<file path="config.mk">
export PLATFORM = sky130hd
export DESIGN_NAME = lsv_sequencer
export DESIGN_NICKNAME = d
export VERILOG_FILES = /design/src/rtl/lsv_pkg.sv /design/src/rtl/lsv_lfsr.sv /design/src/rtl/lsv_timer.sv /design/src/rtl/lsv_word_track.sv /design/src/rtl/lsv_sequencer.sv
export SDC_FILE = /design/constraint.sdc
export NUM_CORES = 1
export LEC_CHECK = 0
export BUFFER_PORTS_ARGS = -buffer_cell sky130_fd_sc_hd__buf_2
export CORE_MARGIN = 2
export CORE_UTILIZATION = 50
export CTS_CLUSTER_SIZE = 10
export DETAILED_ROUTE_END_ITERATION = 8
export HOLD_SLACK_MARGIN = 0.12
export PLACE_DENSITY_LB_ADDON = 0.08
export RECOVER_POWER = 50
export SYNTH_ARGS = -nofsm -noshare
export SYNTH_HDL_FRONTEND = slang
export SYNTH_SLANG_ARGS = --single-unit
</file>
<file path="constraint.sdc">
create_clock -name clk -period 4.13 [get_ports clk]
set_input_delay 0.413 -clock clk [delete_from_list [all_inputs] [get_ports clk]]
set_output_delay 0.413 -clock clk [all_outputs]
set_load 0.01 [all_outputs]
</file>
<file path="src/rtl/lsv_pkg.sv">
package lsv_pkg;

   typedef enum logic [2:0] {
      LSV_IDLE  = 3'd0,
      LSV_WRITE = 3'd1,
      LSV_RDCMP = 3'd2,
      LSV_EVAL  = 3'd3,
      LSV_STEP  = 3'd4,
      LSV_PASS  = 3'd5,
      LSV_FAIL  = 3'd6
   } lsv_state_e;

endpackage

</file>
<file path="src/rtl/lsv_lfsr.sv">
module lsv_lfsr #(
   parameter int          WORD_W = 16,
   parameter logic [15:0] SEED   = 16'hACE1,
   parameter logic [15:0] TAPS   = 16'hB400,
   parameter bit          GALOIS = 1'b1
) (
   input  logic              clk,
   input  logic              rst_n,
   input  logic              load,
   input  logic              adv,
   output logic [WORD_W-1:0] q
);

   localparam logic [WORD_W-1:0] SEED_W = WORD_W'(SEED);
   localparam logic [WORD_W-1:0] TAPS_W = WORD_W'(TAPS);

   if (WORD_W < 2) begin : g_bad_width
      $error("lsv_lfsr: WORD_W must be at least 2");
   end
   if (SEED_W == '0) begin : g_bad_seed
      $error("lsv_lfsr: seed must be nonzero");
   end

   logic [WORD_W-1:0] nxt;

   if (GALOIS) begin : g_galois
      assign nxt = q[0] ? ((q >> 1) ^ TAPS_W) : (q >> 1);
   end else begin : g_fibonacci
      logic fb;
      assign fb  = ^(q & TAPS_W);
      assign nxt = {q[WORD_W-2:0], fb};
   end

   always_ff @(posedge clk or negedge rst_n) begin
      if (!rst_n)    q <= SEED_W;
      else if (load) q <= SEED_W;
      else if (adv)  q <= nxt;
   end

   // pattern register never collapses to the all-zero lock-up value
   a_r3_lfsr_nonzero: assert property (@(posedge clk) disable iff (!rst_n)
      q != '0);

   // a reload always brings back the seed
   a_r4_reload_seed: assert property (@(posedge clk) disable iff (!rst_n)
      load |=> q == SEED_W);

endmodule

</file>
<file path="src/rtl/lsv_timer.sv">
module lsv_timer #(
   parameter int LIMIT = 64
) (
   input  logic clk,
   input  logic rst_n,
   input  logic clr,
   input  logic run,
   output logic expire
);

   localparam int CW = $clog2(LIMIT + 1);
   localparam logic [CW-1:0] LIM_C = CW'(LIMIT);

   if (LIMIT < 1) begin : g_bad_limit
      $error("lsv_timer: LIMIT must be at least 1");
   end

   logic [CW-1:0] cnt_q;

   always_ff @(posedge clk or negedge rst_n) begin
      if (!rst_n)                      cnt_q <= '0;
      else if (clr)                    cnt_q <= '0;
      else if (run && cnt_q != LIM_C)  cnt_q <= cnt_q + 1'b1;
   end

   assign expire = run && (cnt_q == LIM_C);

   // expiry only after the timer has been running
   a_r6_expire_after_run: assert property (@(posedge clk) disable iff (!rst_n)
      expire |-> $past(run));

endmodule

</file>
<file path="src/rtl/lsv_word_track.sv">
module lsv_word_track #(
   parameter int LEN = 8
) (
   input  logic clk,
   input  logic rst_n,
   input  logic clr,
   input  logic ev,
   output logic full,
   output logic will_full,
   output logic extra
);

   localparam int CW = $clog2(LEN + 1);
   localparam logic [CW-1:0] LEN_C  = CW'(LEN);
   localparam logic [CW-1:0] LAST_C = CW'(LEN - 1);

   if (LEN < 1) begin : g_bad_len
      $error("lsv_word_track: LEN must be at least 1");
   end

   logic [CW-1:0] cnt_q;

   always_ff @(posedge clk or negedge rst_n) begin
      if (!rst_n)                  cnt_q <= '0;
      else if (clr)                cnt_q <= '0;
      else if (ev && !full)        cnt_q <= cnt_q + 1'b1;
   end

   assign full      = (cnt_q == LEN_C);
   assign will_full = full || (ev && cnt_q == LAST_C);
   assign extra     = ev && full;

   // the word count saturates at the pattern length
   a_r5_count_bound: assert property (@(posedge clk) disable iff (!rst_n)
      cnt_q <= LEN_C);

endmodule

</file>
<file path="src/rtl/lsv_sequencer.sv">
module lsv_sequencer #(
   parameter int          NUM_SPEEDS = 5,
   parameter int          WORD_W     = 16,
   parameter int          PAT_LEN    = 8,
   parameter int          TMO_CYCLES = 64,
   parameter logic [15:0] SEED       = 16'hACE1,
   parameter logic [15:0] TAPS       = 16'hB400,
   parameter bit          GALOIS     = 1'b1,
   localparam int         SPD_W      = $clog2(NUM_SPEEDS)
) (
   input  logic              clk,
   input  logic              rst_n,
   input  logic              start,
   input  logic [SPD_W-1:0]  neg_speed,
   output logic              cmd_req,
   output logic              cmd_wr,
   input  logic              cmd_done,
   output logic              wr_valid,
   input  logic              wr_ready,
   output logic [WORD_W-1:0] wr_data,
   input  logic              rd_valid,
   input  logic [WORD_W-1:0] rd_data,
   input  logic              parity_err,
   input  logic              crc_err,
   output logic [SPD_W-1:0]  sel_speed,
   output logic              user_en,
   output logic              fatal_err,
   output logic [2:0]        state
);
   import lsv_pkg::*;

   localparam logic [SPD_W-1:0] MAX_IDX = SPD_W'(NUM_SPEEDS - 1);

   if (NUM_SPEEDS < 2) begin : g_bad_speeds
      $error("lsv_sequencer: at least two speeds are required");
   end

   lsv_state_e       state_q, state_d;
   logic [SPD_W-1:0] spd_q, spd_d;
   logic             fail_q, fail_d;

   logic in_write, in_read, in_phase, idle_like;
   logic hs, rd_ev, ev, start_ok, go_read, clr;
   logic full, will_full, extra, expire, bad_now;
   logic [WORD_W-1:0] pat;

   assign in_write  = (state_q == LSV_WRITE);
   assign in_read   = (state_q == LSV_RDCMP);
   assign in_phase  = in_write || in_read;
   assign idle_like = (state_q == LSV_IDLE) || (state_q == LSV_PASS) ||
                      (state_q == LSV_FAIL);

   assign hs       = in_write && wr_valid && wr_ready;
   assign rd_ev    = in_read && rd_valid;
   assign ev       = hs || rd_ev;
   assign start_ok = start && idle_like;
   assign go_read  = in_write && cmd_done && will_full;
   assign clr      = start_ok || go_read || (state_q == LSV_STEP);

   lsv_lfsr #(
      .WORD_W (WORD_W),
      .SEED   (SEED),
      .TAPS   (TAPS),
      .GALOIS (GALOIS)
   ) u_pat (
      .clk   (clk),
      .rst_n (rst_n),
      .load  (clr),
      .adv   (ev),
      .q     (pat)
   );

   lsv_word_track #(.LEN(PAT_LEN)) u_words (
      .clk       (clk),
      .rst_n     (rst_n),
      .clr       (clr),
      .ev        (ev),
      .full      (full),
      .will_full (will_full),
      .extra     (extra)
   );

   lsv_timer #(.LIMIT(TMO_CYCLES)) u_tmo (
      .clk    (clk),
      .rst_n  (rst_n),
      .clr    (clr),
      .run    (in_phase),
      .expire (expire)
   );

   always_comb begin
      bad_now = 1'b0;
      if (in_phase && (parity_err || crc_err))   bad_now = 1'b1;
      if (rd_ev && (extra || rd_data != pat))    bad_now = 1'b1;
      if (in_phase && cmd_done && !will_full)    bad_now = 1'b1;
      if (in_phase && !cmd_done && expire)       bad_now = 1'b1;
   end

   always_comb begin
      state_d = state_q;
      spd_d   = spd_q;
      fail_d  = fail_q | bad_now;
      unique case (state_q)
         LSV_IDLE, LSV_PASS, LSV_FAIL: begin
            if (start) begin
               state_d = LSV_WRITE;
               spd_d   = (neg_speed > MAX_IDX) ? MAX_IDX : neg_speed;
               fail_d  = 1'b0;
            end
         end
         LSV_WRITE: begin
            if (cmd_done)      state_d = will_full ? LSV_RDCMP : LSV_EVAL;
            else if (expire)   state_d = LSV_EVAL;
         end
         LSV_RDCMP: begin
            if (cmd_done || expire) state_d = LSV_EVAL;
         end
         LSV_EVAL: begin
            if (!fail_q)            state_d = LSV_PASS;
            else if (spd_q == '0)   state_d = LSV_FAIL;
            else                    state_d = LSV_STEP;
         end
         LSV_STEP: begin
            state_d = LSV_WRITE;
            spd_d   = spd_q - 1'b1;
            fail_d  = 1'b0;
         end
         default: state_d = LSV_IDLE;
      endcase
   end

   always_ff @(posedge clk or negedge rst_n) begin
      if (!rst_n) begin
         state_q <= LSV_IDLE;
         spd_q   <= '0;
         fail_q  <= 1'b0;
      end else begin
         state_q <= state_d;
         spd_q   <= spd_d;
         fail_q  <= fail_d;
      end
   end

   assign cmd_req   = in_phase;
   assign cmd_wr    = in_write;
   assign wr_valid  = in_write && !full;
   assign wr_data   = pat;
   assign sel_speed = spd_q;
   assign user_en   = (state_q == LSV_PASS);
   assign fatal_err = (state_q == LSV_FAIL);
   assign state     = state_q;

   // step-down lowers the index by one and re-runs the write
   a_r8_step_down: assert property (@(posedge clk) disable iff (!rst_n)
      state_q == LSV_STEP |=> state_q == LSV_WRITE && spd_q == $past(spd_q) - 1'b1);

   // the fatal flag only rises with the slowest index selected
   a_r9_fatal_at_floor: assert property (@(posedge clk) disable iff (!rst_n)
      $rose(fatal_err) |-> spd_q == '0);

   // user traffic opens only straight after an evaluation
   a_r10_user_after_eval: assert property (@(posedge clk) disable iff (!rst_n)
      $rose(user_en) |-> $past(state_q) == LSV_EVAL);

   // start pulses during a test leave the candidate alone
   a_r2_busy_start_ignored: assert property (@(posedge clk) disable iff (!rst_n)
      in_phase && start |=> $stable(spd_q));

   // readback is only ever entered from the write phase
   a_r4_read_after_write: assert property (@(posedge clk) disable iff (!rst_n)
      in_read |-> ($past(state_q) == LSV_WRITE || $past(state_q) == LSV_RDCMP));

   // a differing readback word marks the candidate bad
   a_r5_mismatch_marks: assert property (@(posedge clk) disable iff (!rst_n)
      in_read && rd_valid && rd_data != wr_data |=> fail_q);

endmodule

</file>
==> results of run 1 <==
==> registers in the layout, indices dropped and copies added (netlist names) <==
register / flops
u_pat.q: 16
sel_speed: 3
u_words.cnt_q: 4
fail_q: 1
u_tmo.cnt_q: 7
state: 3
==> through the flow <==
| stage | worst slack [ns] | hold WS (ns) | total power, mW | instances |
|---|---|---|---|---|
| final | 1.83 | 0.373 | 1.71 | 326 |
| after global routing | 1.63 | 0.381 | 1.86 | 326 |
| after CTS | 1.80 | 0.223 | 1.74 | 326 |
| after detailed placement | 1.84 | 0.506 | 1.48 | 318 |
| after global placement | 1.87 | 0.496 | 1.47 | 318 |
| after floorplan | 2.48 | 0.117 | 1.27 | 227 |
==> kinds of logic after synthesis <==
family                   Yosys count  synth area share (%)
AND/OR/NAND/NOR                   93                  22.2
AO/OA/AOI/OAI                     43                  14.7
flip-flops                        34                  41.2
XOR/XNOR                          26                  10.9
buffers and inverters             22                  5.92
adder cells (fa/ha/maj)            7                  4.13
multiplexers                       2                 0.958
==> layout make-up <==
class / instances / area, sq um
clock buffer: 7 / 86.3
clock inverter: 1 / 5.00
fill: 373 / 1590
inverter: 10 / 37.5
multi-input combinational: 171 / 1110
sequential: 34 / 861
tap: 50 / 62.6
timing repair buffer: 53 / 250
==> worst min-delay path by stage <==
stage,cells after the start,end,start,slack (ns)
after detailed placement,2,u_pat.q[6],u_pat.q[6],0.51
final,2,sel_speed[1],neg_speed[1],0.37
after floorplan,0,fail_q,rst_n,0.12
after global routing,2,sel_speed[1],neg_speed[1],0.38
after global placement,2,u_pat.q[5],u_pat.q[6],0.50
after CTS,1,u_pat.q[12],rst_n,0.22
==> metal layers <==
layer	GRT usage [%]	vias up
li1	-	875
met1	27.4	813
met2	36.2	42
met3	4.87	5
met4	5.25	0
met5	0	-
==> worst reg2reg max path: cells and delay by family (launching register included) <==
kind	cells	cell delay, ns
flops	1	0.68
simple gates	1	0.22
compound gates	4	1.23
==> synthesized netlist by cell type, types with 2 or more instances <==
| cell | number | area share [%] |
|---|---|---|
| a221o_1 | 3 | 1.4 |
| o21ai_2 | 2 | 0.84 |
| a21oi_1 | 16 | 3.8 |
| xor2_1 | 7 | 2.9 |
| o21ai_0 | 7 | 1.7 |
| nor2_1 | 21 | 3.8 |
| a211o_1 | 3 | 1.3 |
| dfstp_2 | 8 | 10 |
| mux2i_1 | 2 | 0.96 |
| nand3_1 | 10 | 2.4 |
| nand2_1 | 34 | 6.1 |
| buf_6 | 2 | 1.1 |
| xnor2_1 | 19 | 8.0 |
| nor3_1 | 3 | 0.72 |
| a21oi_2 | 2 | 0.84 |
| buf_4 | 3 | 1.1 |
| nand4_1 | 4 | 1.2 |
| ha_1 | 6 | 3.6 |
| buf_2 | 3 | 0.72 |
| nand3b_1 | 8 | 2.9 |
| nand2b_1 | 2 | 0.60 |
| clkbuf_1 | 3 | 0.54 |
| or3_1 | 4 | 1.2 |
| inv_1 | 9 | 1.6 |
| dfrtp_1 | 26 | 31 |
==> power groups by stage <==
stage                     Sequential, mW  Combinational, mW  Clock [mW]
after global placement             0.678              0.790           0
final                              0.673              0.785       0.254
after detailed placement           0.678              0.800           0
after CTS                          0.674              0.805       0.262
after floorplan                    0.638              0.632           0
after global routing               0.696              0.888       0.273
==> reports/metrics.yaml, run 1 <==
clocking:
  cts_max_level: 2
  cts_tree: "yes"
  insertion_delay_ns: 0.28
  cts.sinks: 34
  cts_buffers: 5
  clkTransAtPathRegs_ns: 0.07
  cts_hold_buffers: 0
  post_cts_resized: 0
  cts_buffer_depth: 2
  cts_setup_buffers: 0
  cts-root-buf: "clkbuf_8"
grt:
  grt_pass1_vias: 1678
  grt-ovfl-total: 0
  grt_pass1_wl_mm: 7.52
  gr-usage-all-layers_pct: 21.3
  antenna_found_initial: 0
  grt_max_degree: 35
critical_path:
  path_class: "reg2reg"
  startpoint: "state[1]"
  worstRegToRegCells: 5
  path_delay_family: "compound AO/OA/AOI/OAI gates"
  slowest_delay_ns: 0.81
  cp_num_buf_inv: 0
  cp-end-kind: "register"
  critPathMaxFanout: 27
  reg2reg_slack_ns: 1.83
  arrival_ns: 2.40
  slowest_stage: "o31ai_4"
  timing.rr.end: "u_pat.q[2]"
  worstPathCellList: "nand3b_1 > a21oi_2 > o21ai_2 > o31ai_4 > a21oi_1"
  required_ns: 4.24
  cp-start-kind: "register"
  cp_num_cells: 5
  critPathCapture: "u_pat.q[2]"
  r2r-start: "state[1]"
pwr:
  clkPwrFrac_pct: 14.9
  power.leakage_nw: 1.05
  intPower_mw: 0.967
  power.net_switching_mw: 0.745
  pwr-share-comb_pct: 45.9
  sw_frac_of_total_pct: 43.5
  power_density_mw_per_mm2: 711
  ir_drop_v: 0.000372
  pwr-share-seq_pct: 39.3
placed_design:
  gp_congestion: 0.799
  placed_area_sq_mm: 0.00233
  io_buffer_count: 53
  dp_hpwl_mm: 3.25
run_status:
  status: "finished, violations left"
  violations: "max-capacitance violations, max-slew violations"
finish:
  layout-drive-gt1-share_pct: 23.9
  final_cell_area_sq_mm: 0.00241
  layout.nets: 308
  final_util_pct: 60.2
  diodes: 0
  syn_to_final_growth_pct: 15.2
  mostFrequentLayoutCell: "buf_2"
  mostFrequentLayoutCells: "41 x buf_2, 34 x nand2_1, 26 x dfrtp_1, 21 x nor2_1, 19 x xnor2_1"
floorplanning:
  die_h_um: 68.7
  die_w_um: 68.7
  initial_core_util_pct: 52.3
  ios: 54
  core_area_sq_mm: 0.00400
  dieArea_sq_mm: 0.00471
  rows: 23
sta:
  hold_violations: 0
  setup_tns_ns: 0
  rsz0062_at_grt: "no"
  fmax_mhz: 436
  worst_slew_pin_slew_ns: 1.82
  drv_slew: 35
  setup_viol: 0
  fin_skew_ns: 0.00755
  fin_crit_ns: 2.30
  relSlewSlack_pct: -21.4
  fin_crit_sh_pct: 55.6
drt:
  drtIter0Drc: 116
  wl_met3_um: 210
  dr_wl_met2_mm: 2.15
  wl_per_cell_um: 13.9
  m1WireLength_mm: 2.14
  drt-vias-per-instance: 5.32
  firstDrtPassIters: 4
  highest_layer: "met4"
  route.detailed.drc: 0
  ant_nets: 0
  wl_mm: 4.53
  num_vias: 1735
synthesis:
  syn_area_sq_mm: 0.00209
  ys.flop_type: "dfrtp_1"
  seq_area_frac_synth_pct: 41.2
  ys_seq_elements: 34
  ys_types: 45
  synth_nets: 260
  syn-instance-count: 227
  postSynthAreaPerCell_sq_um: 9.21
  synthArstFlopShare_pct: 100
  synth_edf_count: 0
  synth_warnings: 0
run:
  maxCapViolCount: 1
hold_path:
  min_path_type: "in2reg"
Power figures use the tool's default switching activity.
==> run 2, diff against run 1 <==
Settings changed: CORE_UTILIZATION 50 to 48.
Clock period 4.13 ns to 2 ns, I/O delays scaled along.
==> reports/metrics.yaml, run 2 (synthesis results as in run 1) <==
hold_path:
  min_path_type: "in2reg"
  hp-start: "neg_speed[1]"
  min_path_cells: 2  # unchanged
  hold_path_end: "sel_speed[1]"
critical_path:
  critPathMaxFanout: 6  # -78%
  required_ns: 2.21  # -2.03 ns
  cp_num_buf_inv: 1  # +1
  slowest_stage: "dfrtp_1"
  path_class: "reg2reg"
  path_delay_family: "simple AND/OR/NAND/NOR gates"
  r2r-start: "u_words.cnt_q[0]"
  cp-start-kind: "register"
  worstPathCellList: "inv_1 > ha_1 > and3b_2 > o21ai_2 > nand2_1 > or3_1 > a21oi_1"
  slowest_delay_ns: 0.39  # -0.42 ns
  startpoint: "u_words.cnt_q[0]"
  reg2reg_slack_ns: 0.18  # -1.66 ns
  timing.rr.end: "u_words.cnt_q[3]"
  cp-end-kind: "register"
  worstRegToRegCells: 7  # +2
  arrival_ns: 2.04  # -0.36 ns
clocking:
  cts_buffers: 5  # unchanged
  cts_tree: "yes"
  cts_max_level: 2  # unchanged
  cts_setup_buffers: 0  # unchanged
  cts-root-buf: "clkbuf_8"
  insertion_delay_ns: 0.28  # about the same
  clkTransAtPathRegs_ns: 0.07  # about the same
  cts.sinks: 34  # unchanged
  cts_buffer_depth: 2  # unchanged
pwr:
  clkPwrFrac_pct: 14.4  # -0.5 points
  sw_frac_of_total_pct: 42.7  # -0.77 points
  power.net_switching_mw: 1.57  # +110%
  ir_drop_v: 0.000720  # +94%
  power.leakage_nw: 1.10  # +5.0%
  pwr-share-seq_pct: 35.0  # -4.3 points
  intPower_mw: 2.11  # +120%
  pwr-share-comb_pct: 50.6  # +4.7 points
  power_density_mw_per_mm2: 1470  # +110%
floorplanning:
  initial_core_util_pct: 49.0  # -3.2 points
  dieArea_sq_mm: 0.00490  # +3.9%
  die_w_um: 70  # +1.9%
  ios: 54  # unchanged
  rows: 24  # +4.3%
  core_area_sq_mm: 0.00426  # +6.6%
  die_h_um: 70  # +1.9%
drt:
  route.detailed.drc: 0  # unchanged
  drtIter0Drc: 114  # -1.7%
  num_vias: 1781  # +2.7%
  ant_nets: 0  # unchanged
  wl_mm: 4.73  # +4.4%
  wl_per_cell_um: 14.0  # +0.71%
  drt-vias-per-instance: 5.27  # -0.99%
  firstDrtPassIters: 4  # unchanged
grt:
  grt_max_degree: 35  # unchanged
  grt_pass1_wl_mm: 8.11  # +7.9%
  gr-usage-all-layers_pct: 20.9  # -0.40 points
  grt_pass1_vias: 1683  # +0.30%
  grt-ovfl-total: 0  # unchanged
  antenna_found_initial: 0  # unchanged
finish:
  seqCellArea_sq_um: 861  # unchanged
  layout-drive-gt1-share_pct: 24.5  # +0.56 points
  layout.nets: 318  # +3.2%
  regMostFlops: "u_pat.q"
  syn_to_final_growth_pct: 20.1
  mostFrequentLayoutCell: "buf_2"
  mostFrequentLayoutCells: "41 x buf_2, 34 x nand2_1, 26 x dfrtp_1, 21 x nor2_1, 19 x xnor2_1"
  fillers: 403  # +8.0%
  diodes: 0  # unchanged
  multiInputGateArea_sq_mm: 0.00111  # unchanged
  largest_reg_flops: 16  # unchanged
  top_regs: "u_pat.q x16, u_tmo.cnt_q x7, u_words.cnt_q x4"
  final_util_pct: 58.9  # -1.3 points
sta:
  setup_ws_ns: 0.178  # -1.66 ns
  setup_viol: 0  # unchanged
  hold_violations: 0  # unchanged
  fin_skew_ns: 0.00519  # -0.00236 ns
  relSlewSlack_pct: 42.4  # +64 points
  drv_slew: 0  # -100%
  worst_slew_pin_slew_ns: 0.863  # -0.957 ns
  setup_tns_ns: 0  # unchanged
  fin_crit_sh_pct: 91.1  # +36 points
  fmax_mhz: 549  # +26%
  rsz0062_at_grt: "no"
  fin_crit_ns: 1.82  # -0.473 ns
run:
  maxCapViolCount: 0  # -1
placed_design:
  io_buffer_count: 53  # unchanged
  gp_congestion: 0.836  # +4.7%
  dpl_worst_slack_ns: 0.176  # -1.66 ns
  dp_hpwl_mm: 3.45  # +6.1%
run_status:
  status: "complete, no violations"
[run 2: changes by cell type in the layout (fill, tap and decap cells not counted)]
cell	before	now
dfstp_1	2	7
buf_4	0	6
buf_12	0	2
dlygate4sd3_1	0	1
clkbuf_2	0	1
dfstp_2	6	1
[run 2: metrics by stage]
step / hold WS [ns] / instance area (sq um) / power [mW] / std cells
final: 0.141 / 2510 / 3.68 / 338
after global routing: 0.150 / 2510 / 3.99 / 338
after CTS: 0.135 / 2530 / 3.77 / 338
after detailed placement: 0.331 / 2430 / 3.22 / 329
after global placement: 0.335 / 2430 / 3.21 / 329
after floorplan: -0.0956 / 2090 / 2.62 / 227
[run 2: cell type report]
type                            count  share of cell area [%]
Tap cell                           52                    2.59
Clock buffer                        7                    3.44
Clock inverter                      1                   0.199
Multi-Input combinational cell    171                    44.0
Sequential cell                    34                    34.3
Inverter                           10                    1.49
Timing Repair Buffer               63                    14.0
[run 2: worst reg2reg max path, delay by kind of cell (launching register included)]
kind	cells	cell delay, ns
compound gates	2	0.33
fa+ha+maj	1	0.20
buf+inv	1	0.07
flops	1	0.39
simple gates	3	0.76
[run 2: layer usage]
| layer | vias to the layer above | share of wire (%) | global-route usage, % |
|---|---|---|---|
| met5 | - | 0 | 0 |
| met4 | 0 | 1.0 | 5.77 |
| met3 | 4 | 5.3 | 4.62 |
| met2 | 53 | 45 | 33.2 |
| met1 | 828 | 48 | 29.0 |
| li1 | 896 | - | - |
[run 2: power groups by stage]
stage / combinational (mW) / sequential (mW) / clock (mW)
6_report: 1.86 / 1.29 / 0.529
5_1_grt: 2.09 / 1.34 / 0.570
4_1_cts: 1.92 / 1.31 / 0.541
3_5_place_dp: 1.89 / 1.32 / 0
3_3_place_gp: 1.89 / 1.32 / 0
2_1_floorplan: 1.30 / 1.32 / 0
[run 2: what timing repair did]
| action | CTS | global route |
|---|---|---|
| endpoints found under the setup margin | 0 | 0 |
| endpoints found under the hold margin | 26 | 0 |
| resized for setup | 0 | 0 |
| hold buffers | 1 | 0 |
[run 2: worst max-delay path by stage]
stage / endpoint / slack, ns / cells past startpoint
after floorplan: u_pat.q[2] / 0.35 / 9
after global placement: u_words.cnt_q[3] / 0.25 / 7
after detailed placement: u_words.cnt_q[3] / 0.18 / 7
after CTS: u_words.cnt_q[3] / 0.16 / 7
after global routing: u_words.cnt_q[3] / 0.02 / 7
final: u_words.cnt_q[3] / 0.18 / 7
==> run 3, diff against run 2 <==
Settings changed: GPL_TIMING_DRIVEN set to 0.
==> reports/metrics.yaml, run 3 (synthesis results as in run 1) <==
critical_path:
  required_ns: 1.80  # -0.41 ns
  critPathMaxFanout: 8  # +2
  timing.rr.end: "u_pat.q[4]"
  cp-end-kind: "output port"
  worstRegToRegCells: 9  # +2
  arrival_ns: 1.65  # -0.39 ns
  slowest_delay_ns: 0.38  # about the same
  reg2reg_slack_ns: 0.21  # +0.03 ns
  path_class: "reg2out"
  r2r-start: "u_words.cnt_q[1]"
  cp-start-kind: "register"
  worstPathCellList: "buf_4 > nand2b_1 > a21oi_2 > buf_2"
  slowest_stage: "dfrtp_1"
finish:
  layout-drive-gt1-share_pct: 27.1  # +2.7 points
  layout.nets: 323  # +1.6%
  mostFrequentLayoutCell: "buf_2"
  top_regs: "u_pat.q x16, u_tmo.cnt_q x7, u_words.cnt_q x4"
  diodes: 0  # unchanged
  largest_reg_flops: 16  # unchanged
  regMostFlops: "u_pat.q"
  final_cell_area_sq_mm: 0.00253  # +0.70%
  mostFrequentLayoutCells: "41 x buf_2, 34 x nand2_1, 26 x dfrtp_1, 21 x nor2_1, 19 x xnor2_1"
  syn_to_final_growth_pct: 20.9
sta:
  whs_ns: 0.153  # +0.0112 ns
  worst_slew_pin_slew_ns: 0.848  # -0.0151 ns
  drv_slew: 0  # unchanged
  hold_violations: 0  # unchanged
  fin_crit_sh_pct: 92.4  # +1.3 points
  rsz0062_at_grt: "no"
  setup_viol: 0  # unchanged
  fmax_mhz: 541  # -1.4%
  fin_skew_ns: 0.00634  # +0.00115 ns
  setup_tns_ns: 0  # unchanged
  fin_crit_ns: 1.85  # +0.0260 ns
  setup_ws_ns: 0.152  # -0.0260 ns
  relSlewSlack_pct: 43.4  # +1.0 points
drt:
  ant_nets: 0  # unchanged
  drtIter0Drc: 118  # +3.5%
  route.detailed.drc: 0  # unchanged
  wl_mm: 4.73  # about the same
  num_vias: 1843  # +3.5%
  drt-vias-per-instance: 5.37  # +2.0%
  wl_per_cell_um: 13.8  # -1.5%
  firstDrtPassIters: 5  # +1
grt:
  antenna_found_initial: 0  # unchanged
  grt_pass1_vias: 1738  # +3.3%
  gr-usage-all-layers_pct: 20.6  # -0.34 points
  grt_pass1_wl_mm: 8.03  # -1.0%
  grt-ovfl-total: 0  # unchanged
  grt_max_degree: 35  # unchanged
floorplanning:
  initial_core_util_pct: 49.0  # unchanged
  dieArea_sq_mm: 0.00490  # unchanged
  ios: 54  # unchanged
  die_h_um: 70  # unchanged
  core_area_sq_mm: 0.00426  # unchanged
  rows: 24  # unchanged
  die_w_um: 70  # unchanged
placed_design:
  dpl_worst_slack_ns: 0.0888  # -0.0871 ns
  gp_congestion: 0.794  # -5.0%
  placed_area_sq_mm: 0.00242  # -0.26%
  io_buffer_count: 53  # unchanged
  dp_hpwl_mm: 3.44  # -0.17%
pwr:
  total_power_mw: 3.74  # +1.6%
  power.leakage_nw: 1.11  # +0.76%
  ir_drop_v: 0.000665  # -7.6%
  power_density_mw_per_mm2: 1480  # +0.90%
clocking:
  clkTransAtPathRegs_ns: 0.07  # about the same
  cts_buffers: 5  # unchanged
  cts-root-buf: "clkbuf_8"
  cts_max_level: 2  # unchanged
  cts_tree: "yes"
  cts_buffer_depth: 2  # unchanged
  cts.sinks: 34  # unchanged
  insertion_delay_ns: 0.29  # about the same
run_status:
  status: "complete, no violations"
hold_path:
  hp-start: "neg_speed[1]"
  min_path_cells: 2  # unchanged
  hold_path_end: "sel_speed[1]"
  min_path_type: "in2reg"
run:
  maxCapViolCount: 0  # unchanged
[run 3: stage by stage]
step | std cells | utilization, %
final | 343 | 59.3
after global routing | 343 | 59.3
after CTS | 341 | 59.2
after detailed placement | 332 | 56.8
after global placement | 332 | 56.8
after floorplan | 227 | -
[run 3: critical path: cells and delay by family, from the launching register on]
family / cells / cell delay (ns)
AOI/OAI and AO/OA: 1 / 0.34
and+or+nand+nor: 1 / 0.29
DFF: 1 / 0.38
buffers and inverters: 2 / 0.35
[run 3: metal layers]
metal  up-vias  share of wire [%]  track usage, %
met2        58                 46            33.2
li1        906                  -               -
met1       870                 46            27.0
met5         -                  0               0
met3         9                6.0            5.77
met4         0                1.6            6.20
[run 3: worst max-delay path by stage]
stage,from,endpoint,slack (ns),cells after the start
floorplan,u_words.cnt_q[0],u_pat.q[2],0.35,9
global placement,u_words.cnt_q[0],u_words.cnt_q[0],0.12,7
detailed placement,u_words.cnt_q[0],u_tmo.cnt_q[0],0.09,7
CTS,u_words.cnt_q[0],u_tmo.cnt_q[0],0.08,7
global route,u_words.cnt_q[0],u_pat.q[3],0.02,9
finish,state[1],cmd_req,0.15,4
[run 3: area by class of cell]
| class | instances | area [sq um] |
|---|---|---|
| Fill cell | 399 | 1740 |
| Multi-Input combinational cell | 171 | 1110 |
| Sequential cell | 34 | 861 |
| Timing Repair Buffer | 56 | 273 |
| Buffer | 12 | 91.3 |
| Clock buffer | 6 | 82.6 |
| Tap cell | 52 | 65.1 |
| Inverter | 10 | 37.5 |
| Clock inverter | 2 | 12.5 |
[run 3: power by group]
part | internal [mW] | total (mW) | switching [mW]
sequential | 1.00 | 1.25 | 0.253
combinational | 0.865 | 1.94 | 1.08
clock | 0.277 | 0.544 | 0.268
total | 2.14 | 3.74 | 1.60
[run 3: what timing repair did]
item,CTS,global route
gates resized for setup,0,3
setup buffers,0,2
hold buffers,1,0
endpoints found under the hold margin,26,0
setup endpoints to repair,0,22
